**config.mk**
```make
export PLATFORM = sky130hd
export DESIGN_NAME = chan_accuracy_monitor
export DESIGN_NICKNAME = d
export VERILOG_FILES = /design/src/rtl/cam_pkg.sv /design/src/rtl/cam_dwell_seq.sv /design/src/rtl/cam_window_judge.sv /design/src/rtl/cam_heartbeat.sv /design/src/rtl/chan_accuracy_monitor.sv
export SDC_FILE = /design/constraint.sdc
export NUM_CORES = 1
export LEC_CHECK = 0
export ABC_AREA = 1
export BUFFER_PORTS_ARGS = -buffer_cell sky130_fd_sc_hd__buf_2
export CAP_MARGIN = 20
export CORE_AREA = 2 2 102 143
export CTS_BUF_LIST = sky130_fd_sc_hd__clkbuf_8 sky130_fd_sc_hd__clkbuf_16
export DETAILED_ROUTE_END_ITERATION = 10
export DIE_AREA = 0 0 104 145
export HOLD_SLACK_MARGIN = 0.12
export PLACE_DENSITY = 0.84
export SLEW_MARGIN = 20
export SYNTH_ARGS = -nofsm -noshare
export SYNTH_HDL_FRONTEND = slang
export SYNTH_SLANG_ARGS = --single-unit
```
**constraint.sdc**
```tcl
create_clock -name clk -period 5.5 [get_ports clk]
set_input_delay 0.825 -clock clk [delete_from_list [all_inputs] [get_ports clk]]
set_output_delay 0.825 -clock clk [all_outputs]
set_load 0.005 [all_outputs]
```
**src/rtl/cam_pkg.sv**
```systemverilog
package cam_pkg;

    // Pattern the monitor loads into the verify register as a heartbeat.
    localparam logic [7:0] HB_PATTERN = 8'h55;

    // Width of a binary angle: a full turn spans 2**ANGLE_BITS codes.
    localparam int ANGLE_BITS = 16;

    // 0.05 degree expressed in 16-bit binary angle codes (truncated).
    localparam int TOL_DEFAULT = 9;

endpackage

```
**src/rtl/cam_dwell_seq.sv**
```systemverilog
module cam_dwell_seq #(
    parameter  int NCH   = 4,
    parameter  int DWELL = 18_000_000,
    localparam int CH_W  = (NCH > 1) ? $clog2(NCH) : 1
) (
    input  logic            clk,
    input  logic            rst_n,
    input  logic            en,
    output logic [CH_W-1:0] ch_o,
    output logic            win_start_o,
    output logic            win_last_o
);

    localparam int              CNT_W   = $clog2(DWELL + 1);
    localparam logic [CNT_W-1:0] CNT_END = CNT_W'(DWELL - 1);
    localparam logic [CH_W-1:0]  CH_END  = CH_W'(NCH - 1);

    typedef struct packed {
        logic [CH_W-1:0]  ch;
        logic [CNT_W-1:0] cnt;
    } seq_state_t;

    seq_state_t state_q, state_d;

    always_comb begin
        state_d     = state_q;
        win_start_o = en && (state_q.cnt == '0);
        win_last_o  = en && (state_q.cnt == CNT_END);
        if (!en) begin
            state_d.cnt = '0;
            state_d.ch  = '0;
        end else if (win_last_o) begin
            state_d.cnt = '0;
            state_d.ch  = (state_q.ch == CH_END) ? '0 : state_q.ch + 1'b1;
        end else begin
            state_d.cnt = state_q.cnt + 1'b1;
        end
    end

    always_ff @(posedge clk) begin
        if (!rst_n) begin
            state_q <= '0;
        end else begin
            state_q <= state_d;
        end
    end

    assign ch_o = state_q.ch;

endmodule

```
**src/rtl/cam_window_judge.sv**
```systemverilog
module cam_window_judge #(
    parameter  int NCH   = 4,
    parameter  int ANG_W = 16,
    parameter  int TOL   = 9,
    localparam int CH_W  = (NCH > 1) ? $clog2(NCH) : 1
) (
    input  logic               clk,
    input  logic               rst_n,
    input  logic [CH_W-1:0]    ch,
    input  logic               win_start,
    input  logic               win_last,
    input  logic [NCH*ANG_W-1:0] cmd_flat,
    input  logic [NCH*ANG_W-1:0] meas_flat,
    input  logic [NCH-1:0]     out_on,
    input  logic [NCH-1:0]     exc_ok,
    output logic [NCH-1:0]     hit_o
);

    localparam logic [ANG_W-1:0] TOL_V = ANG_W'(TOL);

    typedef struct packed {
        logic [ANG_W-1:0] base;
    } judge_state_t;

    judge_state_t state_q, state_d;

    logic [ANG_W-1:0] cmd_a  [NCH];
    logic [ANG_W-1:0] meas_a [NCH];
    logic [NCH-1:0]   qual;

    for (genvar g = 0; g < NCH; g++) begin : g_unpack
        assign cmd_a[g]  = cmd_flat[g*ANG_W +: ANG_W];
        assign meas_a[g] = meas_flat[g*ANG_W +: ANG_W];
        assign qual[g]   = out_on[g] & exc_ok[g];
    end

    // Absolute distance between two angles taken the short way round.
    function automatic logic [ANG_W-1:0] wrap_dist(input logic [ANG_W-1:0] a,
                                                   input logic [ANG_W-1:0] b);
        logic [ANG_W-1:0] d;
        d = a - b;
        return d[ANG_W-1] ? (~d + 1'b1) : d;
    endfunction

    logic [ANG_W-1:0] cmd_sel, meas_sel;
    logic             qual_sel;
    logic             err_big, step_big, fire;

    always_comb begin
        cmd_sel  = cmd_a[ch];
        meas_sel = meas_a[ch];
        qual_sel = qual[ch];

        state_d      = state_q;
        if (win_start) begin
            state_d.base = cmd_sel;
        end

        err_big  = wrap_dist(meas_sel, state_q.base) > TOL_V;
        step_big = wrap_dist(cmd_sel, state_q.base) > TOL_V;
        fire     = win_last && qual_sel && err_big && !step_big;
    end

    for (genvar g = 0; g < NCH; g++) begin : g_hit
        assign hit_o[g] = fire && (ch == CH_W'(g));
    end

    always_ff @(posedge clk) begin
        if (!rst_n) begin
            state_q <= '0;
        end else begin
            state_q <= state_d;
        end
    end

endmodule

```
**src/rtl/cam_heartbeat.sv**
```systemverilog
module cam_heartbeat #(
    parameter int         PERIOD = 10_000_000,
    parameter logic [7:0] PAT    = 8'h55
) (
    input  logic       clk,
    input  logic       rst_n,
    input  logic       en,
    input  logic       wr,
    input  logic [7:0] wdata,
    output logic [7:0] reg_o
);

    localparam int               CNT_W   = $clog2(PERIOD + 1);
    localparam logic [CNT_W-1:0] CNT_END = CNT_W'(PERIOD - 1);

    typedef struct packed {
        logic [CNT_W-1:0] cnt;
        logic [7:0]       vreg;
    } hb_state_t;

    hb_state_t state_q, state_d;
    logic      tick;

    always_comb begin
        state_d = state_q;
        tick    = en && (state_q.cnt == CNT_END);

        if (!en || tick) begin
            state_d.cnt = '0;
        end else begin
            state_d.cnt = state_q.cnt + 1'b1;
        end

        // The periodic load wins over a host write on the same edge.
        if (tick) begin
            state_d.vreg = PAT;
        end else if (wr) begin
            state_d.vreg = wdata;
        end
    end

    always_ff @(posedge clk) begin
        if (!rst_n) begin
            state_q <= '0;
        end else begin
            state_q <= state_d;
        end
    end

    assign reg_o = state_q.vreg;

endmodule

```
**src/rtl/chan_accuracy_monitor.sv**
```systemverilog
module chan_accuracy_monitor #(
    parameter int NCH         = 4,
    parameter int ANG_W       = cam_pkg::ANGLE_BITS,
    parameter int TOL_LSB     = cam_pkg::TOL_DEFAULT,
    parameter int DWELL_TICKS = 18_000_000,
    parameter int HB_TICKS    = 10_000_000
) (
    input  logic                 clk,
    input  logic                 rst_n,
    input  logic                 rpt_en,
    input  logic                 irq_en,
    input  logic [NCH*ANG_W-1:0] cmd_ang,
    input  logic [NCH*ANG_W-1:0] meas_ang,
    input  logic [NCH-1:0]       out_on,
    input  logic [NCH-1:0]       exc_ok,
    input  logic [NCH-1:0]       flag_clr,
    input  logic                 vfy_wr,
    input  logic [7:0]           vfy_wdata,
    output logic [NCH-1:0]       fail_flags,
    output logic                 irq,
    output logic [7:0]           vfy_reg
);

    localparam int CH_W = (NCH > 1) ? $clog2(NCH) : 1;

    logic [CH_W-1:0] cur_ch;
    logic            win_start, win_last;
    logic [NCH-1:0]  hit;

    cam_dwell_seq #(
        .NCH   (NCH),
        .DWELL (DWELL_TICKS)
    ) u_seq (
        .clk         (clk),
        .rst_n       (rst_n),
        .en          (rpt_en),
        .ch_o        (cur_ch),
        .win_start_o (win_start),
        .win_last_o  (win_last)
    );

    cam_window_judge #(
        .NCH   (NCH),
        .ANG_W (ANG_W),
        .TOL   (TOL_LSB)
    ) u_judge (
        .clk       (clk),
        .rst_n     (rst_n),
        .ch        (cur_ch),
        .win_start (win_start),
        .win_last  (win_last),
        .cmd_flat  (cmd_ang),
        .meas_flat (meas_ang),
        .out_on    (out_on),
        .exc_ok    (exc_ok),
        .hit_o     (hit)
    );

    cam_heartbeat #(
        .PERIOD (HB_TICKS),
        .PAT    (cam_pkg::HB_PATTERN)
    ) u_hb (
        .clk   (clk),
        .rst_n (rst_n),
        .en    (rpt_en),
        .wr    (vfy_wr),
        .wdata (vfy_wdata),
        .reg_o (vfy_reg)
    );

    typedef struct packed {
        logic [NCH-1:0] flags;
    } flag_state_t;

    flag_state_t state_q, state_d;

    always_comb begin
        state_d = state_q;
        // A new fail wins over a clear strobe on the same edge.
        state_d.flags = (state_q.flags & ~flag_clr) | (rpt_en ? hit : '0);
    end

    always_ff @(posedge clk) begin
        if (!rst_n) begin
            state_q <= '0;
        end else begin
            state_q <= state_d;
        end
    end

    assign fail_flags = state_q.flags;
    assign irq        = irq_en && (|state_q.flags);

endmodule

```
# Word level (Yosys, flattened, before mapping)

Index checks and enable logic that the tools add are counted.

Input port bits: 153
Bits in registers: 79

Equal/unequal tests: 5
Order comparisons: 4
Reductions and logical operators: 22
Add/subtract/negate cells: 7
Bitwise logic cells: 12
Muxes and demuxes: 14

Operator list:

| operator              | number |
|---|---|
| $mux 16               | 6 |
| $bmux 16 s2           | 2 |
| $add 16x1->16 const B | 2 |
| $gt 16x4->1 const B   | 2 |
| $not 16->16           | 2 |
| $sub 16x16->16        | 2 |
| $add 25x1->25 const B | 1 |
| $eq 25x25->1 const B  | 1 |
| $logic_not 25->1      | 1 |
| $add 24x1->24 const B | 1 |
| $eq 24x24->1 const B  | 1 |
| $mux 7                | 2 |
| $logic_and 1x1->1     | 11 |
| $and 1x1->1           | 4 |
| $and 4x4->4           | 1 |
| $eq 2x2->1 const B    | 2 |
| $mux 4                | 1 |
| $not 4->4             | 1 |
| $or 4x4->4            | 1 |
| $reduce_or 2->1       | 2 |
| $reduce_or 4->1       | 1 |
| $ge 3x3->1 const B    | 1 |
| $lt 2x3->1 const B    | 1 |
| $not 2->3             | 1 |
| 12 further kinds      | 14 |

# Logic depth before layout (Yosys ltp)

Word-level depth: 14
Gate-level depth with buffers: 26
Depth with buffers taken out: 24

# Hierarchy

From an unflattened synthesis, not the netlist that was laid out.

Cells, all modules: 1323
Area, all modules: 7533.5 um^2

By module, submodules not included:

| module                | cells each | area each (um^2) | sequential area each (um^2) | times used |
|---|---|---|---|---|
| cam_window_judge      | 796        | 4107.7           | 320.3                       | 1 |
| cam_heartbeat         | 240        | 1652.8           | 640.6                       | 1 |
| cam_dwell_seq         | 262        | 1607.8           | 540.5                       | 1 |
| chan_accuracy_monitor | 25         | 165.2            | 80.1                        | 1 |

# Least setup slack after synthesis

No wires, ideal clock.

Path type: register to register
Start: reg u_seq.state_q (netlist bit u_seq.ch_o[0])
End: reg state_q (netlist bit fail_flags[0])
Path slack: 1.882 ns
Setup time: 0.072 ns
Stages on the path, launching flop included: 24
Data arrival time: 3.546 ns
Required time: 5.428 ns
Path buffers: 2
Path through: dfxtp_1 > clkbuf_1 > clkbuf_1 > nand2_1 > a32o_1 > ha_1 > inv_1 > fa_1 > inv_1 > ha_1 > inv_1 > a21oi_1 > nand2_1 > nor2_1 > nand3_1 > nor2_1 > nand3_1 > nand3_1 > nand2_1 > inv_1 > nand3_1 > nor2_1 > nand4_1 > a21oi_1

Cells in the longest elaborated chain, start to end: 14
Elaborated cells between the ends (all ways): 27
Classes of those cells: 4 x add/sub; 2 x order compare; 11 x mux; 4 x bitwise; 6 x reduce/logical

Ends and longest elaborated chain:

| item                                                        | RTL line                                       | text |
|---|---|---|
| from (decl)                                                 | cam_dwell_seq.sv:23                            | `seq_state_t state_q, state_d;` |
| from (signal assigned)                                      | cam_dwell_seq.sv:44                            | `state_q <= state_d;` |
| $not 2->3 (implied by the code)                             | cam_window_judge.sv:50, cam_window_judge.sv:51 |  |
| $bmux 16 s2, on equally long branches                       | cam_window_judge.sv:51, cam_window_judge.sv:50 |  |
| $mux 16, on equally long branches (2 in series)             | cam_window_judge.sv:51, cam_window_judge.sv:50 |  |
| $sub 16x16->16                                              | cam_window_judge.sv:41                         | `d = a - b;` |
| $not 16->16                                                 | cam_window_judge.sv:42                         | `return d[ANG_W-1] ? (~d + 1'b1) : d;` |
| $add 16x1->16                                               | cam_window_judge.sv:42                         |  |
| $mux 16                                                     | cam_window_judge.sv:42                         |  |
| $gt 16x4->1, on equally long branches                       | cam_window_judge.sv:59, cam_window_judge.sv:60 |  |
| $logic_and 1x1->1 / $logic_not 1->1 (equally long branches) | cam_window_judge.sv:61                         | `fire = win_last && qual_sel && err_big && !step_big;` |
| $logic_and 1x1->1                                           | cam_window_judge.sv:61                         |  |
| $logic_and 1x1->1 (*)                                       | cam_window_judge.sv:65                         | `assign hit_o[g] = fire && (ch == CH_W'(g));` |
| $mux 4 (*)                                                  | chan_accuracy_monitor.sv:80                    | `state_d.flags = (state_q.flags & ~flag_clr) \| (rpt_en ? hit : '0);` |
| $or 4x4->4 (*)                                              | chan_accuracy_monitor.sv:80                    |  |
| to (signal assigned)                                        | chan_accuracy_monitor.sv:87                    | `state_q <= state_d;` |
| to (decl)                                                   | chan_accuracy_monitor.sv:75                    | `flag_state_t state_q, state_d;` |

Mark *: on every way between the ends. The rest lies on a longest branch, timed or not. The select of a mux whose other input is x is not followed.
A chain may end at the register's enable or synchronous reset.

# Final worst setup path

Start: reg u_seq.state_q (netlist bit u_seq.ch_o[0])
End: reg state_q (netlist bit fail_flags[1])

The elaborated chain is that of the path after synthesis.

==> flow_summary.json <==
{
  "ys_warn_count": 0,
  "final.min_clock_period_ns": 4.37,
  "gr-usage-all-layers": 0.282,
  "clk_path_buf_depth": 2,
  "p_seq_frac": 0.331,
  "grt_max_degree": 52,
  "cp_cell_sequence": "buf_4, a21oi_1, a32o_1, ha_1, inv_1, fa_1, inv_1, ha_1, inv_1, a21oi_1, nand2_1, nor2_1, nand3_1, nor2_1, nand3_1, nand3_1, nand2_1, inv_1, nand3_1, nor2_1, nand4_1, a21oi_1",
  "io_pins": 166,
  "synth_nets": 1426,
  "p_per_area_nw_per_um2": 215,
  "path_delay_family": "simple AND/OR/NAND/NOR gates",
  "tns_ns": 0,
  "netlist_area_um2": 7200,
  "rsz0062_at_grt": "no",
  "drt.antenna.violating_nets": 0,
  "max_freq_mhz": 229,
  "clock-skew-final_ns": 0.00564,
  "hpwl_um": 17100,
  "die_h_um": 145,
  "grt_overflow": 0,
  "clockRootBuffer": "clkbuf_16",
  "cts_resized": 0,
  "synth_top_area_cell": "dfxtp_1",
  "cts_buffers": 9,
  "ff_latch_area_um2": 1580,
  "period_share": 0.795,
  "p_int_mw": 1.13,
  "yosys-top-cells-area": "dfxtp_1 (22%), nand2_1 (19%), inv_1 (9.6%)",
  "syn_inst": 1232,
  "final_core_util": 0.608,
  "cts_sinks": 79,
  "core_um2": 13800,
  "vias": 8323,
  "power_switching_uw": 670,
  "tightest_slew_ns": 0.895,
  "ir_drop_mv": 0.201,
  "whs_path_depth": 2,
  "synth.avg_cell_area_um2": 5.84,
  "cp_num_buf_inv": 5,
  "start_kind": "flop",
  "multi_input_area_um2": 4720,
  "avgRoutedWirePerCell_um": 13.7,
  "setup_violations": 0,
  "cp.depth": 22,
  "required_ns": 5.77,
  "worst_path_max_delay_cell": "dfxtp_2",
  "grt_pass1_vias": 7991,
  "netlist.area_leader.share": 0.220,
  "min_to": "u_hb.reg_o[5]$_SDFFE_PP0P_",
  "maxSlewViolCount": 0,
  "viasPerCell": 5.33,
  "end_kind": "flop",
  "htree_levels": 3,
  "p_clk_frac": 0.319,
  "final_cell_mix": "nand2_1 (356), inv_1 (185), buf_2 (165), nor2_1 (116)",
  "leakage_nw": 4.24,
  "cp_max_fo": 40,
  "cts_tree": "yes",
  "place_congestion": 0.973,
  "arrival_ns": 4.64,
  "synth-main-ff-cell": "dfxtp_1",
  "remaining_drc_errors": 0,
  "hold_path_startpoint": "u_hb.reg_o[5]$_SDFFE_PP0P_",
  "slowest_delay_ns": 0.80,
  "clkTransAtPathRegs_ns": 0.06,
  "report.final.hold_viol_count": 0,
  "worstReg2RegEnd": "fail_flags[1]$_SDFF_PN0_",
  "r2r_cells": 22,
  "ys_ff_latch": 79,
  "final_common_cell": "nand2_1",
  "diodes": 0,
  "pwr-share-comb": 0.351,
  "async_flop_share": 0,
  "dieArea_um2": 15100,
  "synth-edff-count": 0,
  "ys_types": 44,
  "area_delta_synth_final_pct": 16.4,
  "clk_latency_ns": 0.34,
  "drtIter0Drc": 408,
  "fin_nets": 1565,
  "start_util": 0.522,
  "critPathKind": "reg -> reg",
  "relSlewSlack": 0.403,
  "drive_above_1_share": 0.157,
  "worstHoldPathType": "reg -> reg",
  "rr_startpoint": "u_seq.ch_o[0]$_SDFFE_PN0P_",
  "die_w_um": 104,
  "cts_hold_buf": 0,
  "grt_pass1_wl_um": 35600,
  "port_buffers": 165,
  "dr.pass1.iters": 5,
  "rrSetupSlack_ns": 1.13,
  "drv_cap": 0,
  "yosysSeqAreaShare": 0.220,
  "drt_wl_total_um": 21400,
  "fillers": 1361,
  "p_sw_frac": 0.372,
  "postCtsSetupBuffers": 0,
  "rows": 51,
  "status": "finished, final reports clean",
  "antenna_found_initial": 0
}
[per-layer routing]
layer | wire length, um | GRT usage | vias up
met1 | 8560 | 0.310 | 3756
met2 | 11000 | 0.529 | 220
li1 | - | - | 4289
met4 | 904 | 0.136 | 0
met5 | 0 | 0 | -
met3 | 864 | 0.0332 | 58
[logic make-up (layout without fill, tap and decap cells)]
kind of cell	count (synthesis)	in the layout	synth area share
flip-flops	79	79	0.220
buffers and inverters	232	376	0.126
XOR/XNOR	16	16	0.0195
AO/OA/AOI/OAI	205	205	0.159
adder cells (fa/ha/maj)	41	41	0.0733
AND/OR/NAND/NOR	659	659	0.402
[sequential cells by signal, indices dropped and copies added, names as in the netlist]
name	count
u_seq.state_q	25
u_hb.state_q	24
u_judge.state_q	16
u_hb.reg_o	8
fail_flags	4
u_seq.ch_o	2
[cell usage after synthesis (3+ instances only)]
cell	count
dfxtp_1	79
buf_2	6
nand3b_1	5
inv_1	185
nor3_1	19
ha_1	39
nand2_2	6
xnor2_1	3
a21oi_1	93
nor2_4	3
a32oi_1	14
nor4_1	7
clkbuf_1	22
a31oi_1	5
nor3b_1	8
buf_1	5
buf_4	8
nand2_1	356
o21a_1	5
nor2_2	6
nor2_1	116
nand3_1	93
o22ai_1	15
o21ai_0	63
nand4_1	29
xor2_1	13
a211oi_1	3
inv_2	4
[worst max-delay path by stage]
stage	start	to	slack (ns)
CTS	u_seq.ch_o[0]$_SDFFE_PN0P_	fail_flags[0]$_SDFF_PN0_	1.19
global route	u_seq.ch_o[0]$_SDFFE_PN0P_	fail_flags[1]$_SDFF_PN0_	0.63
finish	u_seq.ch_o[0]$_SDFFE_PN0P_	fail_flags[1]$_SDFF_PN0_	1.13
detailed placement	u_seq.ch_o[0]$_SDFFE_PN0P_	fail_flags[0]$_SDFF_PN0_	1.19
global placement	u_seq.ch_o[0]$_SDFFE_PN0P_	fail_flags[3]$_SDFF_PN0_	1.29
floorplan	u_seq.ch_o[0]$_SDFFE_PN0P_	fail_flags[0]$_SDFF_PN0_	1.88
[power by group through the flow]
stage | sequential, mW | combinational [mW] | clock [mW]
after floorplan | 0.606 | 0.457 | 0
after global placement | 0.607 | 0.614 | 0
after detailed placement | 0.608 | 0.621 | 0
after CTS | 0.595 | 0.625 | 0.575
after global routing | 0.597 | 0.723 | 0.605
final | 0.595 | 0.631 | 0.574
[worst register-to-register path: stages, from the launching register on]
cell     delay (ns)
dfxtp_2        0.80
buf_4          0.45
a21oi_1        0.12
a32o_1         0.27
ha_1           0.20
inv_1          0.11
fa_1           0.44
inv_1          0.11
ha_1           0.14
inv_1          0.06
a21oi_1        0.13
nand2_1        0.11
nor2_1         0.14
nand3_1        0.09
nor2_1         0.20
nand3_1        0.13
nand3_1        0.09
nand2_1        0.06
inv_1          0.04
nand3_1        0.07
nor2_1         0.26
nand4_1        0.13
a21oi_1        0.15
[stage by stage]
stage | power, mW | hold WS (ns) | setup WS [ns] | cells | cell area [um2]
6_report | 1.80 | 0.459 | 1.13 | 1561 | 8380
4_1_cts | 1.80 | 0.467 | 1.19 | 1561 | 8380
2_1_floorplan | 1.06 | 0.430 | 1.88 | 1232 | 7200
3_5_place_dp | 1.23 | 0.454 | 1.19 | 1545 | 8100
3_3_place_gp | 1.22 | 0.447 | 1.29 | 1545 | 8100
5_1_grt | 1.92 | 0.483 | 0.632 | 1561 | 8380
[area by class of cell]
type / count / area share
Clock buffer: 9 / 0.0269
Clock inverter: 7 / 0.00657
Inverter: 191 / 0.0855
Multi-Input combinational cell: 921 / 0.563
Sequential cell: 79 / 0.189
Tap cell: 185 / 0.0276
Timing Repair Buffer: 169 / 0.102
(Power assumes the default switching activity.)
